$ cat src/rtl/obd_pkg.sv
package obd_pkg;

  localparam int unsigned WIN_W = 64;

  // Inclusive window test; a limit below the base can never satisfy both sides.
  function automatic logic win_hit(input logic [WIN_W-1:0] a,
                                   input logic [WIN_W-1:0] base,
                                   input logic [WIN_W-1:0] limit);
    return (limit >= base) && (a >= base) && (a <= limit);
  endfunction

  // Fixed graphics memory range that a bridge enable would claim.
  localparam logic [WIN_W-1:0] VGA_LO = 64'h0000_0000_000A_0000;
  localparam logic [WIN_W-1:0] VGA_HI = 64'h0000_0000_000B_FFFF;

  typedef struct packed {
    logic err;
    logic multi;
  } dec_flags_t;

endpackage

$ cat src/rtl/obd_nid_match.sv
module obd_nid_match #(
  parameter int unsigned NIDW    = 5,
  parameter int unsigned NUM_NID = 2
) (
  input  logic [NIDW-1:0]         req_nid,
  input  logic [NUM_NID*NIDW-1:0] cfg_node_ids,
  output logic                    nid_ok
);
  logic [NUM_NID-1:0] eq;

  for (genvar k = 0; k < NUM_NID; k++) begin : g_cmp
    assign eq[k] = (req_nid == cfg_node_ids[k*NIDW +: NIDW]);
  end

  assign nid_ok = |eq;
endmodule

$ cat src/rtl/obd_port_match.sv
module obd_port_match #(
  parameter int unsigned AW = 32
) (
  input  logic [AW-1:0] addr,
  input  logic          is_io,
  input  logic [AW-1:0] mem_base,
  input  logic [AW-1:0] mem_limit,
  input  logic [AW-1:0] io_base,
  input  logic [AW-1:0] io_limit,
  input  logic [AW-1:0] apic_base,
  input  logic [AW-1:0] apic_limit,
  input  logic          mse,
  input  logic          iose,
  output logic          hit
);
  import obd_pkg::*;

  logic mem_win, io_win, apic_win;

  assign mem_win  = win_hit(WIN_W'(addr), WIN_W'(mem_base),  WIN_W'(mem_limit));
  assign io_win   = win_hit(WIN_W'(addr), WIN_W'(io_base),   WIN_W'(io_limit));
  assign apic_win = win_hit(WIN_W'(addr), WIN_W'(apic_base), WIN_W'(apic_limit));

  // The interrupt-controller window bypasses the memory enable.
  assign hit = is_io ? (io_win & iose) : ((mem_win & mse) | apic_win);
endmodule

$ cat src/rtl/obd_mem_match.sv
module obd_mem_match #(
  parameter int unsigned AW = 32
) (
  input  logic [AW-1:0] addr,
  input  logic          is_io,
  input  logic [AW-1:0] base,
  input  logic [AW-1:0] limit,
  output logic          hit
);
  import obd_pkg::*;

  assign hit = !is_io && win_hit(WIN_W'(addr), WIN_W'(base), WIN_W'(limit));
endmodule

$ cat src/rtl/obd_legacy_match.sv
module obd_legacy_match #(
  parameter int unsigned AW = 32
) (
  input  logic [AW-1:0] addr,
  input  logic          is_io,
  input  logic [AW-1:0] mem_base,
  input  logic [AW-1:0] mem_limit,
  input  logic [AW-1:0] io_base,
  input  logic [AW-1:0] io_limit,
  input  logic [AW-1:0] apic_base,
  input  logic [AW-1:0] apic_limit,
  input  logic          vga_en,
  input  logic          mse,
  input  logic          iose,
  output logic          raw_hit
);
  import obd_pkg::*;

  logic mem_win, io_win, apic_win, vga_win;

  assign mem_win  = win_hit(WIN_W'(addr), WIN_W'(mem_base),  WIN_W'(mem_limit));
  assign io_win   = win_hit(WIN_W'(addr), WIN_W'(io_base),   WIN_W'(io_limit));
  assign apic_win = win_hit(WIN_W'(addr), WIN_W'(apic_base), WIN_W'(apic_limit));
  assign vga_win  = win_hit(WIN_W'(addr), VGA_LO, VGA_HI);

  // What the legacy bridge would claim if it were a positive target.
  assign raw_hit = is_io ? (io_win & iose)
                         : (((mem_win | (vga_win & vga_en)) & mse) | apic_win);
endmodule

$ cat src/rtl/obd_select.sv
module obd_select #(
  parameter int unsigned NT = 7
) (
  input  logic          clk,
  input  logic          rst_n,
  input  logic          req_valid,
  input  logic          req_is_msg,
  input  logic          nid_ok,
  input  logic [NT-1:0] pos_hits,
  output logic          out_valid,
  output logic [NT-1:0] out_sel,
  output logic          out_err,
  output logic          out_multi
);
  import obd_pkg::*;

  localparam int unsigned LEG = NT - 1;
  localparam logic [NT-1:0] LEG_ONEHOT = {1'b1, {(NT-1){1'b0}}};

  logic [NT-1:0] first_hit;
  logic          any_hit;
  logic          many_hit;
  logic [NT-1:0] next_sel;
  dec_flags_t    next_flags;

  // Lowest-numbered hit wins.
  always_comb begin
    logic found;
    found     = 1'b0;
    first_hit = '0;
    for (int i = 0; i < NT; i++) begin
      if (pos_hits[i] && !found) begin
        first_hit[i] = 1'b1;
        found        = 1'b1;
      end
    end
  end

  assign any_hit  = |pos_hits;
  assign many_hit = ($countones(pos_hits) > 1);

  always_comb begin
    next_sel         = '0;
    next_flags.err   = 1'b0;
    next_flags.multi = 1'b0;
    if (!nid_ok) begin
      next_flags.err = 1'b1;
    end else if (req_is_msg) begin
      next_sel = LEG_ONEHOT;
    end else begin
      next_sel         = any_hit ? first_hit : LEG_ONEHOT;
      next_flags.multi = many_hit;
    end
  end

  always_ff @(posedge clk or negedge rst_n) begin
    if (!rst_n) begin
      out_valid <= 1'b0;
      out_sel   <= '0;
      out_err   <= 1'b0;
      out_multi <= 1'b0;
    end else begin
      out_valid <= req_valid;
      out_sel   <= req_valid ? next_sel : '0;
      out_err   <= req_valid & next_flags.err;
      out_multi <= req_valid & next_flags.multi;
    end
  end

  initial begin
    if (LEG != NT - 1) $error("legacy index misplaced");
  end
endmodule

$ cat src/rtl/obd_router.sv
module obd_router #(
  parameter int unsigned NPORTS             = 4,
  parameter int unsigned AW                 = 32,
  parameter int unsigned NIDW               = 5,
  parameter int unsigned NUM_NID            = 2,
  parameter bit          LEGACY_SUBTRACTIVE = 1'b1
) (
  input  logic                    clk,
  input  logic                    rst_n,
  input  logic                    req_valid,
  input  logic [NIDW-1:0]         req_nid,
  input  logic [AW-1:0]           req_addr,
  input  logic                    req_is_io,
  input  logic                    req_is_msg,
  input  logic [NUM_NID*NIDW-1:0] cfg_node_ids,
  input  logic [NPORTS*AW-1:0]    port_mem_base,
  input  logic [NPORTS*AW-1:0]    port_mem_limit,
  input  logic [NPORTS*AW-1:0]    port_io_base,
  input  logic [NPORTS*AW-1:0]    port_io_limit,
  input  logic [NPORTS*AW-1:0]    port_apic_base,
  input  logic [NPORTS*AW-1:0]    port_apic_limit,
  input  logic [NPORTS-1:0]       port_mse,
  input  logic [NPORTS-1:0]       port_iose,
  input  logic [AW-1:0]           csr_base,
  input  logic [AW-1:0]           csr_limit,
  input  logic [AW-1:0]           pmon_base,
  input  logic [AW-1:0]           pmon_limit,
  input  logic [AW-1:0]           leg_mem_base,
  input  logic [AW-1:0]           leg_mem_limit,
  input  logic [AW-1:0]           leg_io_base,
  input  logic [AW-1:0]           leg_io_limit,
  input  logic [AW-1:0]           leg_apic_base,
  input  logic [AW-1:0]           leg_apic_limit,
  input  logic                    leg_vga_en,
  input  logic                    leg_mse,
  input  logic                    leg_iose,
  output logic                    out_valid,
  output logic [NPORTS+2:0]       out_sel,
  output logic                    out_err,
  output logic                    out_multi
);
  localparam int unsigned NT       = NPORTS + 3;
  localparam int unsigned CSR_IDX  = NPORTS;
  localparam int unsigned PMON_IDX = NPORTS + 1;
  localparam int unsigned LEG_IDX  = NPORTS + 2;

  // Named internal events used by the bound checker.
  logic          nid_ok;
  logic [NT-1:0] pos_hits;
  logic          leg_raw_hit;

  obd_nid_match #(.NIDW(NIDW), .NUM_NID(NUM_NID)) u_nid (
    .req_nid      (req_nid),
    .cfg_node_ids (cfg_node_ids),
    .nid_ok       (nid_ok)
  );

  for (genvar i = 0; i < NPORTS; i++) begin : g_port
    obd_port_match #(.AW(AW)) u_pm (
      .addr       (req_addr),
      .is_io      (req_is_io),
      .mem_base   (port_mem_base[i*AW +: AW]),
      .mem_limit  (port_mem_limit[i*AW +: AW]),
      .io_base    (port_io_base[i*AW +: AW]),
      .io_limit   (port_io_limit[i*AW +: AW]),
      .apic_base  (port_apic_base[i*AW +: AW]),
      .apic_limit (port_apic_limit[i*AW +: AW]),
      .mse        (port_mse[i]),
      .iose       (port_iose[i]),
      .hit        (pos_hits[i])
    );
  end

  obd_mem_match #(.AW(AW)) u_csr (
    .addr  (req_addr),
    .is_io (req_is_io),
    .base  (csr_base),
    .limit (csr_limit),
    .hit   (pos_hits[CSR_IDX])
  );

  obd_mem_match #(.AW(AW)) u_pmon (
    .addr  (req_addr),
    .is_io (req_is_io),
    .base  (pmon_base),
    .limit (pmon_limit),
    .hit   (pos_hits[PMON_IDX])
  );

  obd_legacy_match #(.AW(AW)) u_leg (
    .addr       (req_addr),
    .is_io      (req_is_io),
    .mem_base   (leg_mem_base),
    .mem_limit  (leg_mem_limit),
    .io_base    (leg_io_base),
    .io_limit   (leg_io_limit),
    .apic_base  (leg_apic_base),
    .apic_limit (leg_apic_limit),
    .vga_en     (leg_vga_en),
    .mse        (leg_mse),
    .iose       (leg_iose),
    .raw_hit    (leg_raw_hit)
  );

  // As subtractive port the legacy bridge claims nothing positively.
  if (LEGACY_SUBTRACTIVE) begin : g_sub
    assign pos_hits[LEG_IDX] = 1'b0 & leg_raw_hit;
  end else begin : g_pos
    assign pos_hits[LEG_IDX] = leg_raw_hit;
  end

  obd_select #(.NT(NT)) u_sel (
    .clk        (clk),
    .rst_n      (rst_n),
    .req_valid  (req_valid),
    .req_is_msg (req_is_msg),
    .nid_ok     (nid_ok),
    .pos_hits   (pos_hits),
    .out_valid  (out_valid),
    .out_sel    (out_sel),
    .out_err    (out_err),
    .out_multi  (out_multi)
  );
endmodule

$ cat config.mk
export PLATFORM = sky130hd
export DESIGN_NAME = obd_router
export DESIGN_NICKNAME = d
export VERILOG_FILES = /design/src/rtl/obd_pkg.sv /design/src/rtl/obd_nid_match.sv /design/src/rtl/obd_port_match.sv /design/src/rtl/obd_mem_match.sv /design/src/rtl/obd_legacy_match.sv /design/src/rtl/obd_select.sv /design/src/rtl/obd_router.sv
export SDC_FILE = /design/constraint.sdc
export NUM_CORES = 1
export LEC_CHECK = 0
export ABC_AREA = 1
export BUFFER_PORTS_ARGS = -buffer_cell sky130_fd_sc_hd__buf_4
export CAP_MARGIN = 40
export CORE_AREA = 2 2 457 459
export DETAILED_ROUTE_END_ITERATION = 10
export DIE_AREA = 0 0 459 461
export GPL_TIMING_DRIVEN = 1
export MAX_ROUTING_LAYER = met4
export SYNTH_ARGS = -nofsm -noshare
export SYNTH_HDL_FRONTEND = slang
export SYNTH_SLANG_ARGS = --single-unit
$ cat constraint.sdc
create_clock -name clk -period 0.8 [get_ports clk]
set_clock_uncertainty 0.15 [all_clocks]
set_input_delay 0.16 -clock clk [delete_from_list [all_inputs] [get_ports clk]]
set_output_delay 0.16 -clock clk [all_outputs]
set_load 0.005 [all_outputs]
==> impl_metrics.csv <==
group,metric,value,unit
global_route,grt_max_degree,17,
synth,yosysSeqAreaShare,0.739,%
outcome,outcome,"finished, violations left",
global_route,grtUsageTotal,18.6,%
final_layout,fin_nets,9234,
setup_path,cp_slowest_cell,"fa_1",
floorplan,start_util,16.4,%
route,firstDrtPassIters,5,
floorplan,pin_count,1161,
cts,clock_sinks,10,
floorplan,dieArea,212000,µm²
synth,syn_inst,5170,
worst_hold_path,hold_depth,2,
setup_path,critPathKind,"in -> reg",
global_route,grt-ovfl-total,0,
floorplan,die_h,461,µm
global_route,grt_pass1_wl,274000,µm
worst_hold_path,worstHoldEndpoint,"u_sel.out_valid",
route,drt_iter0_drc,2660,
cts,cts_root_buffer,"clkbuf_16",
global_route,grt_antenna_before_repair,85,
global_route,grt_pass1_vias,38700,
route,vias,40000,
setup_path,cp-end-kind,"flip-flop",
outcome,violations,"setup timing",
timing,finalSetupViolCount,19,
timing,finalHoldViolations,0,
pwr,leakagePower,29.6,nW
cts,clk_pin_slew_worst_paths,40,ps
synth,async_reset_ff_share,100,%
timing,min_period_over_period,432,%
worst_hold_path,hold_start,"req_valid",
place,dpl_cell_area,49300,µm²
timing,fmax,289,MHz
worst_hold_path,hp-class,"in -> reg",
timing,relSlewSlack,57.7,%
setup_path,critical_path_required,810,ps
final_layout,syn_to_final_growth,49.6,%
synth,syn_area,33900,µm²
timing,period_minus_slack,3460,ps
setup_path,cp-start-kind,"input port",
synth,ys_types,39,
setup_path,cpPeakStageDelay,450,ps
timing,worst_slack,-2660,ps
timing,slew_violations,0,
floorplan,core,206000,µm²
synth,syn_nets,7676,
route,wl_per_cell,21.0,µm
synth,synth-edff-count,0,
cts,cts_tree,"yes",
pwr,power_density,562,nW/µm²
route,postRouteAntennaNets,0,
floorplan,die_w,459,µm
floorplan,rows,167,
setup_path,path_cells,"buf_6, buf_4, ha_1, nand4_1, nor4_2, nand4_1, nand3_1, nand4_1, nand2_2, nand2_4, inv_4, ha_4, inv_2, fa_1, inv_2, ha_4, inv_2, ha_4, a21oi_2",
route,routed_via_density,4.21,
setup_path,crit_fanout,16,
setup_path,arrival,3470,ps
place,portBuffers,965,
final_layout,drive_gt1_share,25.0,%
route,wl,199000,µm
cts,cts_max_level,1,
synth,synth-main-ff-cell,"dfrtp_1",
pwr,peakVddDrop,0.503,mV
final_layout,num-fill-cells,23200,
synth,synth.avg_cell_area,6.55,µm²
place,place.gp.congestion,1.01,
timing,max_slew.worst_pin.slew,631,ps
cts,clockBufferDepth,2,
synth,ys_warn_count,0,
synth,ys_ff_latch,10,
timing,rsz0062_at_grt,"yes",
timing,fin_tns_setup,-21610,ps
route,drc,0,
job,max-cap-violations,0,
final_layout,design_area,50600,µm²
cts,numCtsBuffers,3,
place,dpl.hpwl,185000,µm
## through the flow
stage | util, % | power, mW | worst slack [ps] | cells | hold WS, ps
after detailed placement | 23.9 | 26.7 | -3300 | 9404 | -147
after global placement | 23.9 | 26.5 | -3330 | 9404 | -145
after CTS | 24.4 | 28.4 | -2620 | 9430 | 22.3
after global routing | 24.5 | 31.9 | -2790 | 9489 | 35.5
after floorplan | - | 12.7 | -2250 | 5170 | -286
final | 24.5 | 28.5 | -2660 | 9499 | 22.0
## state kept, by name, indices dropped and copies added (netlist names)
signal / flops
u_sel.out_err: 1
u_sel.out_sel: 7
u_sel.out_multi: 1
u_sel.out_valid: 1
## final cells by class
cell class / count / area (µm²) / share of cell area [%]
Multi-Input combinational cell: 4003 / 29900 / 59.1
Timing Repair Buffer: 1553 / 12500 / 24.6
Inverter: 1157 / 4360 / 8.61
Tap cell: 2704 / 3380 / 6.68
Sequential cell: 10 / 251 / 0.497
Antenna cell: 68 / 170 / 0.336
Clock buffer: 4 / 88.8 / 0.175
## power by group
group / switching, mW / internal [mW] / total (mW)
registers: 0.00519 / 0.517 / 0.523
clock network: 0.235 / 0.752 / 0.987
logic: 14.6 / 12.3 / 27.0
## worst max path at each step
stage | from | to | slack, ps
2_1_floorplan | req_addr[0] | u_sel.out_multi | -2250
3_3_place_gp | req_addr[29] | u_sel.out_multi | -3330
3_5_place_dp | req_addr[29] | u_sel.out_multi | -3300
4_1_cts | req_addr[27] | u_sel.out_multi | -2620
5_1_grt | req_addr[28] | u_sel.out_multi | -2790
6_report | req_addr[24] | u_sel.out_multi | -2660
## logic make-up (layout without fill, tap and decap cells)
group           Yosys count  after routing  synth area share, %
simple gates           1661           1661                 20.6
fa+ha+maj              1355           1355                 50.1
buf+inv                1157           2714                 12.8
compound gates          978            978                 15.5
flops                    10             10                0.739
xor+xnor                  9              9                0.233
other cells               0             68                    0
## Yosys cell counts, drive strengths merged (22+ instances only)
cell type,number,share of area [%]
nand4,124,2.3
nor2,330,3.7
nor4,22,0.63
nand2,1017,11
ha,1353,50
nor3,43,0.64
o211ai,32,0.71
a21oi,640,9.5
o21ai,208,3.1
nand3,111,1.7
o21a,52,1.2
inv,1157,13
## critical path: cells and delay by family
family / cells / cell delay (ps)
compound gates: 1 / 120
simple gates: 7 / 1390
buf+inv: 6 / 590
fa+ha+maj: 5 / 1100
## cells in the final DEF (no fill, tap or decap), types with 3 or more instances in the layout
cell type,Yosys,final
o211ai_1,32,32
nand2_2,2,14
buf_6,0,45
nand2_1,1015,998
nand3_1,109,100
o21a_1,52,52
diode_2,0,68
xor2_1,5,3
nand3_2,1,9
nor3_1,43,38
a21oi_2,0,7
a21o_1,10,10
nor4_2,12,13
dfrtp_1,10,9
ha_2,0,5
nor2_4,1,6
o21bai_1,20,20
inv_1,1156,1145
o21ai_1,0,7
a21oi_1,640,633
ha_4,0,20
nand4_1,124,124
nor3_2,0,5
buf_8,0,5
clkbuf_16,0,3
nor2_1,327,310
ha_1,1353,1328
inv_2,1,9
nand2_4,0,5
buf_12,0,45
nand3b_1,6,6
o21ai_2,0,3
a211oi_1,8,8
nor2_2,2,14
xnor2_1,4,3
nor4_1,10,5
nor4_4,0,4
buf_4,0,1455
o21ai_0,208,198
## repair_timing
| item | CTS | global route |
|---|---|---|
| pin swaps | 46 | 36 |
| setup buffers | 22 | 6 |
| hold buffers | 1 | 0 |
| setup endpoints to repair | 19 | 19 |
| resized for setup | 162 | 40 |
| hold endpoints to repair | 10 | 0 |
## metal layers
metal	track usage [%]	vias up	part of all wire, %
met1	25.2	18100	47
met3	3.37	183	7.0
met4	5.21	0	3.1
li1	-	20500	-
met2	27.9	1253	42
met5	-	-	0
(Power assumes the default switching activity.)
